--- config.mk ---
export PLATFORM = sky130hd
export DESIGN_NAME = pkt_tx_framer
export DESIGN_NICKNAME = d
export VERILOG_FILES = /design/src/rtl/ptf_pkg.sv /design/src/rtl/ptf_seq.sv /design/src/rtl/ptf_crc16.sv /design/src/rtl/ptf_whiten.sv /design/src/rtl/pkt_tx_framer.sv
export SDC_FILE = /design/constraint.sdc
export NUM_CORES = 1
export LEC_CHECK = 0
export CAP_MARGIN = 30
export CORE_UTILIZATION = 40
export CTS_BUF_LIST = sky130_fd_sc_hd__clkbuf_4
export CTS_CLUSTER_DIAMETER = 150
export DETAILED_ROUTE_END_ITERATION = 10
export PLACE_DENSITY = 0.76
export SLEW_MARGIN = 20
export SYNTH_ARGS = -nofsm -noshare
export SYNTH_HDL_FRONTEND = slang
export SYNTH_SLANG_ARGS = --single-unit
export TNS_END_PERCENT = 100
--- constraint.sdc ---
create_clock -name clk -period 2.1 [get_ports clk]
set_input_delay 0.21 -clock clk [delete_from_list [all_inputs] [get_ports clk]]
set_output_delay 0.21 -clock clk [all_outputs]
set_load 0.02 [all_outputs]
--- src/rtl/ptf_pkg.sv ---
package ptf_pkg;

  typedef enum logic [2:0] {
    S_IDLE, S_FILL, S_PRE, S_SYNC, S_PAY, S_CRC, S_DONE
  } ptf_state_e;

  localparam logic [7:0] FILL_BYTE = 8'hAA;
  localparam logic [15:0] CRC_SEED = 16'hFFFF;
  localparam logic [15:0] CRC_POLY = 16'h1021;
  localparam logic [8:0]  PN9_SEED = 9'h1FF;

  function automatic logic [15:0] crc_next(input logic [15:0] c, input logic [7:0] d);
    logic [15:0] r;
    r = c;
    for (int i = 7; i >= 0; i--) begin
      if (r[15] ^ d[i]) r = {r[14:0], 1'b0} ^ CRC_POLY;
      else              r = {r[14:0], 1'b0};
    end
    return r;
  endfunction

  function automatic logic [8:0] pn9_adv8(input logic [8:0] s);
    logic [8:0] r;
    r = s;
    for (int i = 0; i < 8; i++) r = {r[0] ^ r[5], r[8:1]};
    return r;
  endfunction

endpackage

--- src/rtl/ptf_seq.sv ---
module ptf_seq
  import ptf_pkg::*;
#(
  parameter int SIDX_W = 2
) (
  input  logic              clk,
  input  logic              rst_n,
  input  logic              tx_mode,
  input  logic              accept,
  input  logic              start_hit,
  input  logic [7:0]        pre_len,
  input  logic [SIDX_W-1:0] sync_sz,
  input  logic              var_len,
  input  logic [7:0]        fixed_len,
  input  logic              crc_en,
  input  logic [7:0]        head_byte,
  output ptf_state_e        state,
  output logic [7:0]        cnt,
  output logic              pkt_init
);

  logic [7:0] pay_left;
  logic       pay_first;
  logic [7:0] first_left;
  logic       pay_end;

  assign pkt_init   = (state == S_FILL) && accept && start_hit;
  assign first_left = var_len ? head_byte : (fixed_len - 8'd1);
  assign pay_end    = pay_first ? (first_left == 8'd0) : (pay_left == 8'd1);

  always_ff @(posedge clk or negedge rst_n) begin
    if (!rst_n) begin
      state     <= S_IDLE;
      cnt       <= '0;
      pay_left  <= '0;
      pay_first <= 1'b0;
    end else if (!tx_mode) begin
      state <= S_IDLE;
      cnt   <= '0;
    end else begin
      case (state)
        S_IDLE: state <= S_FILL;
        S_FILL: if (pkt_init) begin
          state <= (pre_len != 8'd0) ? S_PRE : S_SYNC;
          cnt   <= '0;
        end
        S_PRE: if (accept) begin
          if (cnt == pre_len - 8'd1) begin
            state <= S_SYNC;
            cnt   <= '0;
          end else cnt <= cnt + 8'd1;
        end
        S_SYNC: if (accept) begin
          if (cnt == 8'(sync_sz)) begin
            state     <= S_PAY;
            pay_first <= 1'b1;
            cnt       <= '0;
          end else cnt <= cnt + 8'd1;
        end
        S_PAY: if (accept) begin
          pay_first <= 1'b0;
          if (pay_end) begin
            state <= crc_en ? S_CRC : S_DONE;
            cnt   <= '0;
          end else if (pay_first) pay_left <= first_left;
          else pay_left <= pay_left - 8'd1;
        end
        S_CRC: if (accept) begin
          if (cnt == 8'd1) state <= S_DONE;
          else cnt <= 8'd1;
        end
        default: state <= S_DONE;
      endcase
    end
  end

  // programmed preamble is only ever entered from a completed filler byte
  p_pre_after_fill_r4: assert property (@(posedge clk) disable iff (!rst_n)
    (state == S_PRE && $past(state) != S_PRE) |-> $past(state) == S_FILL);

  // payload section is only entered after the sync word
  p_pay_after_sync_r6: assert property (@(posedge clk) disable iff (!rst_n)
    (state == S_PAY && $past(state) != S_PAY) |-> $past(state) == S_SYNC);

endmodule

--- src/rtl/ptf_crc16.sv ---
module ptf_crc16
  import ptf_pkg::*;
(
  input  logic        clk,
  input  logic        rst_n,
  input  logic        init,
  input  logic        en,
  input  logic [7:0]  din,
  output logic [15:0] crc
);

  always_ff @(posedge clk or negedge rst_n) begin
    if (!rst_n)    crc <= CRC_SEED;
    else if (init) crc <= CRC_SEED;
    else if (en)   crc <= crc_next(crc, din);
  end

endmodule

--- src/rtl/ptf_whiten.sv ---
module ptf_whiten
  import ptf_pkg::*;
#(
  parameter bit DC_FREE = 1'b1
) (
  input  logic       clk,
  input  logic       rst_n,
  input  logic       init,
  input  logic       adv,
  input  logic       enable,
  output logic [7:0] mask
);

  generate
    if (DC_FREE) begin : g_pn9
      logic [8:0] lfsr;
      always_ff @(posedge clk or negedge rst_n) begin
        if (!rst_n)    lfsr <= PN9_SEED;
        else if (init) lfsr <= PN9_SEED;
        else if (adv)  lfsr <= pn9_adv8(lfsr);
      end
      assign mask = enable ? lfsr[7:0] : 8'h00;
    end else begin : g_bypass
      assign mask = 8'h00;
    end
  endgenerate

endmodule

--- src/rtl/pkt_tx_framer.sv ---
module pkt_tx_framer
  import ptf_pkg::*;
#(
  parameter int SYNC_MAX = 4,
  parameter int CNT_W    = 8,
  parameter bit DC_FREE  = 1'b1,
  localparam int SIDX_W  = (SYNC_MAX > 1) ? $clog2(SYNC_MAX) : 1
) (
  input  logic                  clk,
  input  logic                  rst_n,
  input  logic                  tx_mode,
  input  logic                  start_any,
  input  logic [CNT_W-1:0]      start_level,
  input  logic [7:0]            pre_len,
  input  logic [SIDX_W-1:0]     sync_sz,
  input  logic [8*SYNC_MAX-1:0] sync_word,
  input  logic                  var_len,
  input  logic [7:0]            fixed_len,
  input  logic                  crc_en,
  input  logic                  white_en,
  input  logic [7:0]            fifo_data,
  input  logic                  fifo_valid,
  input  logic [CNT_W-1:0]      fifo_count,
  output logic                  fifo_ready,
  output logic [7:0]            out_data,
  output logic                  out_valid,
  input  logic                  out_ready,
  output logic                  tx_done
);

  ptf_state_e  state;
  logic [7:0]  cnt;
  logic        pkt_init;
  logic        accept;
  logic        start_hit;
  logic [15:0] crc;
  logic [7:0]  wmask;
  logic [7:0]  sync_byte;

  assign accept    = out_valid && out_ready;
  assign start_hit = start_any ? (fifo_count != '0) : (fifo_count >= start_level);

  ptf_seq #(.SIDX_W(SIDX_W)) u_seq (
    .clk(clk), .rst_n(rst_n), .tx_mode(tx_mode), .accept(accept),
    .start_hit(start_hit), .pre_len(pre_len), .sync_sz(sync_sz),
    .var_len(var_len), .fixed_len(fixed_len), .crc_en(crc_en),
    .head_byte(fifo_data), .state(state), .cnt(cnt), .pkt_init(pkt_init)
  );

  ptf_crc16 u_crc (
    .clk(clk), .rst_n(rst_n), .init(pkt_init),
    .en(state == S_PAY && accept), .din(fifo_data), .crc(crc)
  );

  ptf_whiten #(.DC_FREE(DC_FREE)) u_wht (
    .clk(clk), .rst_n(rst_n), .init(pkt_init),
    .adv(accept && (state == S_PAY || state == S_CRC)),
    .enable(white_en), .mask(wmask)
  );

  always_comb begin
    sync_byte = 8'h00;
    for (int k = 0; k < SYNC_MAX; k++)
      if (cnt[SIDX_W-1:0] == SIDX_W'(k)) sync_byte = sync_word[8*(SYNC_MAX-1-k) +: 8];
  end

  always_comb begin
    out_valid = 1'b1;
    out_data  = FILL_BYTE;
    case (state)
      S_IDLE: begin out_valid = 1'b0; out_data = 8'h00; end
      S_SYNC: out_data = sync_byte;
      S_PAY:  begin out_valid = fifo_valid; out_data = fifo_data ^ wmask; end
      S_CRC:  out_data = ((cnt == 8'd0) ? crc[15:8] : crc[7:0]) ^ wmask;
      default: out_data = FILL_BYTE;
    endcase
  end

  assign fifo_ready = (state == S_PAY) && out_ready;
  assign tx_done    = (state == S_DONE);

  p_idle_r1: assert property (@(posedge clk) disable iff (!rst_n)
    !tx_mode |=> (!out_valid && !tx_done && !fifo_ready));

  p_hold_r10: assert property (@(posedge clk) disable iff (!rst_n)
    (out_valid && !out_ready && tx_mode) |=> (out_valid && $stable(out_data)));

  p_pop_with_accept_r10: assert property (@(posedge clk) disable iff (!rst_n)
    (fifo_ready && fifo_valid) |-> accept);

  p_done_no_read_r9: assert property (@(posedge clk) disable iff (!rst_n)
    tx_done |-> (!fifo_ready && out_valid && out_data == FILL_BYTE));

  p_done_hold_r9: assert property (@(posedge clk) disable iff (!rst_n)
    (tx_done && tx_mode) |=> tx_done);

  p_leave_r11: assert property (@(posedge clk) disable iff (!rst_n)
    $fell(tx_mode) |-> !tx_done || $past(tx_done));

endmodule

==> flow_summary_export.csv, run 1 <==
group,metric,value,unit
drt,vias_per_cell,5.596,
floorplanning,die_h,103.1,um
power,power.density,937.6,nW/um^2
logic_synthesis,synth_xor_area_share,11.35,%
sta,finalWorstSetupSlack,-372.6,ps
logic_synthesis,synth_top_family_by_area,"compound AO/OA/AOI/OAI gates",
job,maxCapViolations,0,
run_status,status,"complete, but fails checks",
drt,remaining_drc_errors,0,
logic_synthesis,yosysSeqAreaShare,28.29,%
logic_synthesis,ys.flop_type,"dfstp_2",
clock_tree,clkTransAtPathRegs,150,ps
clock_tree,clock_path_buffers,2,
logic_synthesis,synth_edf_count,0,
clock_tree,cts_root_buf,"clkbuf_4",
logic_synthesis,synth_compound_area_share,23.33,%
sta,period_share,117.7,%
place,dp_hpwl,10290,um
critical_path,worstSetupEndpointType,"primary output",
place,io_buffers,93,
sta,rsz0062_at_grt,"true",
critical_path,crit_arrival,2260,ps
sta,skew,26.40,ps
sta,hold_viol_final,0,
place,pre_cts_slack,-637.4,ps
floorplanning,core_area,9864,um^2
drt,wl,14050,um
logic_synthesis,synth_area,4091,um^2
sta,period_needed,2473,ps
global_route,grt_usage,26.90,%
clock_tree,cts_tree,"done",
logic_synthesis,yosys.area.top_type,"dfstp_2",
logic_synthesis,ys_warn_count,0,
critical_path,worstSetupPathType,"reg -> out",
drt,drtIter0Drc,250,
logic_synthesis,yosys.cell_count.top_type,"nand2_1",
drt,routedWlPerCell,17.19,um
sta,worst_slew_pin_slew,814.6,ps
power,p_leak,2.779,nW
run_status,violations,"setup timing",
clock_tree,clk_latency,390,ps
sta,drv_slew,0,
logic_synthesis,ys_top_cells_by_area,"dfstp_2 (16%), dfrtp_1 (12%), xnor2_1 (8.1%)",
global_route,grt_pass1_wl,22020,um
place,place_congestion,0.8686,
floorplanning,die_w,103.1,um
logic_synthesis,synth_top_area_share,16.06,%
sta,max_freq,0.4044,GHz
clock_tree,clock-sinks,45,
final_layout,post-route-util,64.05,%
global_route,grt_max_degree,35,
logic_synthesis,yosys.area_share.simple,22.87,%
final_layout,syn2layout_area_growth,54.43,%
drt,num_vias,4572,
global_route,grt-ovfl-total,0,
logic_synthesis,synth.ff_latch_count,45,
logic_synthesis,syn_nets,618,
logic_synthesis,avgSynthCellArea,7.883,um^2
critical_path,crit_required,1890,ps
final_layout,final_nets,782,
final_layout,antenna_cells,0,
sta,setup_viol,8,
sta,maxSlewHeadroom,45.69,%
logic_synthesis,synth_cell_types,61,
critical_path,reg2reg_depth,9,
final_layout,drive_gt1_share,30.99,%
floorplanning,num_rows,36,
global_route,antenna_found_initial,0,
logic_synthesis,synthTopCellsByCount,"nand2_1 (56), nor2_1 (55), a21oi_1 (40)",
power,ir_worst_vdd,0.7600,mV
logic_synthesis,synthCells,519,
critical_path,r2r_slack,10,ps
critical_path,critPathLaunchType,"register",
min_path,hold_path_class,"in -> async",
clock_tree,cts_max_level,2,
logic_synthesis,synthAdderAreaFrac,4.893,%
global_route,first_global_vias,4707,
logic_synthesis,async_flop_share,100.0,%
floorplanning,pin_count,94,
drt,ant_nets,0,
drt,dr.pass1.iters,5,
logic_synthesis,synth_mux_area_share,4.098,%
critical_path,cp_max_fo,8,
floorplanning,start_util,41.48,%
clock_tree,cts_buffers,5,
floorplanning,die_area,10640,um^2
flip-flops by register name, indices dropped and copies added (netlist names):
register and flops:
u_seq.cnt 8, u_wht.g_pn9.lfsr 9, u_seq.pay_left 8, u_seq.state 3
u_crc.crc 16, u_seq.pay_first 1
cell families after synthesis:
| family | Yosys count |
|---|---|
| and+or+nand+nor | 192 |
| DFF | 45 |
| xor gates and xnor gates | 53 |
| AOI/OAI and AO/OA | 145 |
| muxes | 16 |
| adders and majority gates | 16 |
| buffers and inverters | 52 |
layout make-up:
type                       instances  area (um^2)
clock buffer                       7        52.55
clock inverter                     1        3.754
fill                             757         3546
inverter                          24        93.84
multi-input combinational        422         3162
sequential                        45         1159
tap                              133        166.4
timing repair buffer             185         1682
report_power, final:
part / switching, mW / leakage (nW) / internal, mW
logic: 1.95 / 2.22 / 1.83
clock network: 0.302 / 0.0338 / 0.155
registers: 0.366 / 0.530 / 1.33
path summary, 6_finish.rpt:
kind / to / from
worst max-delay path: out_data[6] / u_seq.cnt[2]
worst min-delay path: u_seq.pay_first / rst_n
worst max register to register: u_seq.state[2] / u_seq.cnt[2]
worst min register to register: u_crc.crc[13] / u_crc.crc[13]
max in group asynchronous: u_crc.crc[13] / rst_n
min in group clk: u_crc.crc[13] / u_crc.crc[13]
per-stage QoR:
step	total power [mW]	setup TNS, ps	hold slack, ps	std cells	instance area [um^2]
after floorplan	3.882	0	-85.59	519	4148
after global placement	4.946	-18670	328.9	805	5804
after detailed placement	5.086	-20330	342.8	805	5804
final	5.924	-2710	435.8	817	6319
after CTS	5.748	-2690	448.8	819	6148
after global routing	6.306	-3718	488.9	817	6319
critical path, stage by stage (launching register included):
cell and delay [ps]:
dfrtp_1 430, nor4_4 320, and2_4 240, nand2_8 100, mux2i_1 130, a21oi_1 170, xor2_1 210, o22ai_2 130
buf_6 150
layer usage:
| metal | vias up | GRT usage, % | part of all wire (%) | wire length [um] |
|---|---|---|---|---|
| met4 | 0 | 11.48 | 3.0 | 417 |
| li1 | 2170 | - | - | - |
| met1 | 2200 | 31.96 | 42 | 5879 |
| met3 | 41 | 4.068 | 4.8 | 675 |
| met5 | - | 0 | 0 | 0 |
| met2 | 161 | 48.15 | 50 | 7073 |
cell usage in the layout, fill, tap and decap left out, types with 10 or more instances in the layout:
| cell | Yosys | routed |
|---|---|---|
| o21ai_0 | 21 | 15 |
| dfrtp_1 | 20 | 19 |
| buf_6 | 1 | 12 |
| xor2_1 | 15 | 15 |
| nor3_1 | 11 | 10 |
| mux2i_1 | 13 | 12 |
| clkdlybuf4s50_1 | 0 | 67 |
| buf_4 | 1 | 84 |
| nand2_1 | 56 | 55 |
| xnor2_1 | 38 | 36 |
| a21oi_1 | 40 | 32 |
| nand3_1 | 12 | 12 |
| o211ai_1 | 20 | 20 |
| inv_1 | 23 | 21 |
| nor2_1 | 55 | 53 |
| dfstp_2 | 25 | 25 |
what timing repair did:
item | in CTS | in global routing
pin swaps | 40 | 30
endpoints found under the setup margin | 27 | 45
setup buffers | 6 | 1
gates resized for setup | 108 | 47
hold endpoints to repair | 20 | 0
hold buffers | 1 | 0
No activity file was read; power rests on OpenSTA's default activity.
==> run 2, diff against run 1 <==
--- a/config.mk
+++ b/config.mk
@@ -9,7 +9,9 @@
 export CORE_UTILIZATION = 40
 export CTS_BUF_LIST = sky130_fd_sc_hd__clkbuf_4
 export CTS_CLUSTER_DIAMETER = 150
+export CTS_CLUSTER_SIZE = 14
 export DETAILED_ROUTE_END_ITERATION = 10
+export HOLD_SLACK_MARGIN = 0.02
 export PLACE_DENSITY = 0.76
 export SLEW_MARGIN = 20
 export SYNTH_ARGS = -nofsm -noshare
==> results of run 2 <==
The final DEF is identical to that of run 1; final timing and power are the same.
==> run 3, diff against run 2 <==
--- a/config.mk
+++ b/config.mk
@@ -6,6 +6,7 @@
 export NUM_CORES = 1
 export LEC_CHECK = 0
 export CAP_MARGIN = 30
+export CORE_MARGIN = 10
 export CORE_UTILIZATION = 40
 export CTS_BUF_LIST = sky130_fd_sc_hd__clkbuf_4
 export CTS_CLUSTER_DIAMETER = 150
@@ -13,7 +14,6 @@
 export DETAILED_ROUTE_END_ITERATION = 10
 export HOLD_SLACK_MARGIN = 0.02
 export PLACE_DENSITY = 0.76
-export SLEW_MARGIN = 20
 export SYNTH_ARGS = -nofsm -noshare
 export SYNTH_HDL_FRONTEND = slang
 export SYNTH_SLANG_ARGS = --single-unit
==> run 3 against run 2 <==
  * The run still ends with setup timing left
  * Global-route usage decreased by 8.7 points
  * Clock power increased by 21%
  * Die area increased by 38%
  * Maximum frequency increased by 3.5%
  * Highest routed layer unchanged
==> flow_summary_export.csv, run 3 (synthesized netlist as in run 1, its figures left out) <==
group,metric,value,unit
sta,rsz0062_at_grt,"true",
place,dp_hpwl,10810,um
sta,setup-tns-final,-2179,ps
power,p_leak,2.818,nW
power,power.density,945.6,nW/um^2
place,io_buffers,93,
floorplanning,core_area,9864,um^2
critical_path,cp_max_fo,8,
sta,skew,11.34,ps
critical_path,crit_chain,"nor4_4 > and2_4 > nand2_8 > mux2i_1 > a21oi_1 > xor2_1 > o22ai_2 > buf_6",
final_layout,layout_commonest_cell,"buf_4",
global_route,first_global_vias,4476,
drt,vias_per_cell,5.498,
global_route,grt_max_degree,32,
power,p_seq_share,28.4,%
critical_path,crit_cells,8,
critical_path,r2r-end,"u_seq.cnt[1]",
sta,worst_slew_pin_slew,683.6,ps
critical_path,worstSetupEndpointType,"primary output",
critical_path,crit_start,"u_seq.cnt[5]",
min_path,hold_path_class,"in -> async",
global_route,grt-ovfl-total,0,
critical_path,crit_path_top_delay_cell,"dfrtp_1",
final_layout,drive_gt1_share,30.19,%
global_route,antenna_found_initial,0,
power,ir_worst_vdd,0.8460,mV
final_layout,final_nets,787,
final_layout,largest_register_ffs,16,
floorplanning,die_w,121.1,um
sta,maxSlewHeadroom,54.43,%
sta,setup_viol,12,
clock_tree,clk_latency,360,ps
drt,wl,14240,um
clock_tree,cts_tree,"done",
job,maxCapViolations,0,
final_layout,top_regs,"u_crc.crc x16, u_wht.g_pn9.lfsr x9",
floorplanning,pin_count,94,
critical_path,reg2reg_depth,8,
floorplanning,die_h,121.1,um
power,p_sw,2.592,mW
drt,num_vias,4519,
final_layout,antenna_cells,0,
global_route,grt_usage,18.20,%
drt,drtIter0Drc,179,
sta,finalWorstSetupSlack,-290.0,ps
critical_path,cpLargestDelayFamily,"simple AND/OR/NAND/NOR gates",
final_layout,regMostFlops,"u_crc.crc",
critical_path,critical_path.reg2reg.startpoint,"u_seq.cnt[4]",
floorplanning,start_util,41.48,%
drt,routedWlPerCell,17.32,um
clock_tree,cts_root_buf,"clkbuf_4",
run_status,status,"complete, but fails checks",
clock_tree,clkTransAtPathRegs,150,ps
critical_path,crit_arrival,2180,ps
clock_tree,clock-sinks,45,
sta,hold_viol_final,0,
clock_tree,cts_max_level,2,
final_layout,syn2layout_area_growth,54.80,%
drt,ant_nets,0,
global_route,grt_pass1_wl,22270,um
floorplanning,num_rows,36,
final_layout,final_cell_count_no_fill,822,
final_layout,n_fill_cell,770,
critical_path,crit_required,1890,ps
critical_path,critical-path-max-stage-delay,430,ps
critical_path,crit_buf_inv,1,
place,dp.cells,806,
clock_tree,cts_buffers,5,
sta,max_freq,0.4184,GHz
clock_tree,clock_path_buffers,2,
power,power.total,5.989,mW
sta,drv_slew,0,
critical_path,r2r_slack,-50,ps
power,p_int,3.398,mW
place,place_congestion,0.9143,
drt,remaining_drc_errors,0,
power,p_comb_share,62.4,%
floorplanning,die_area,14670,um^2
power,clock_power_share,9.2,%
sta,period_share,113.8,%
final_layout,final_cell_mix,"buf_4 (85), clkdlybuf4s50_1 (69), nand2_1 (55), nor2_1 (55), xnor2_1 (37)",
drt,dr.pass1.iters,5,
run_status,violations,"setup timing",
sta,period_needed,2390,ps
critical_path,critPathLaunchType,"register",
critical_path,worstSetupPathType,"reg -> out",
critical_path,endpoint,"out_data[2]",
power,p_sw_share,43.27,%
-- run 3: worst min path at each step --
stage,startpoint,to,cells past startpoint,slack [ps]
finish,rst_n,u_seq.pay_first,2,400
CTS,rst_n,u_seq.pay_first,2,420
floorplan,rst_n,u_seq.cnt[0],0,-90
detailed placement,rst_n,u_seq.pay_first,1,290
global placement,rst_n,u_seq.pay_first,1,280
global route,rst_n,u_seq.pay_first,2,450
-- run 3: timing repair --
| action | 4_1_cts | 5_1_grt |
|---|---|---|
| buffers inserted | 3 | 8 |
| gates resized for setup | 89 | 59 |
| setup endpoints to repair | 27 | 26 |
| hold buffers | 1 | 0 |
| pin swaps | 33 | 45 |
| hold endpoints to repair | 20 | 0 |
-- run 3: power by group through the flow --
stage / sequential [mW] / combinational (mW) / clock [mW]
2_1_floorplan: 1.58 / 2.31 / 0
3_3_place_gp: 1.68 / 3.29 / 0
3_5_place_dp: 1.69 / 3.37 / 0
4_1_cts: 1.68 / 3.50 / 0.563
5_1_grt: 1.74 / 4.07 / 0.589
6_report: 1.70 / 3.74 / 0.552
-- run 3: area by class of cell --
class / instances / area [um^2] / share of cell area [%]
multi-input combinational: 422 / 3118 / 49.23
timing repair buffer: 190 / 1724 / 27.22
sequential: 45 / 1157 / 18.27
tap: 133 / 166.4 / 2.627
inverter: 24 / 90.09 / 1.422
clock inverter: 3 / 40.04 / 0.6322
clock buffer: 5 / 37.54 / 0.5927
-- run 3: routing by layer --
| layer | global-route usage [%] | vias up | share of wire (%) |
|---|---|---|---|
| li1 | - | 2176 | - |
| met1 | 21.88 | 2224 | 41 |
| met2 | 32.93 | 101 | 53 |
| met5 | 0 | - | 0 |
| met4 | 3.875 | 0 | 1.6 |
| met3 | 3.257 | 18 | 4.0 |
-- run 3: through the flow --
stage | util [%] | setup slack, ps | instance area (um^2) | hold slack, ps
finish | 64.21 | -290.0 | 6334 | 404.7
global route | 64.21 | -396.8 | 6334 | 452.6
CTS | 61.29 | -364.6 | 6046 | 416.0
detailed placement | 58.79 | -572.0 | 5799 | 286.6
global placement | 58.79 | -556.3 | 5799 | 276.4
floorplan | - | 6.515 | 4148 | -85.59
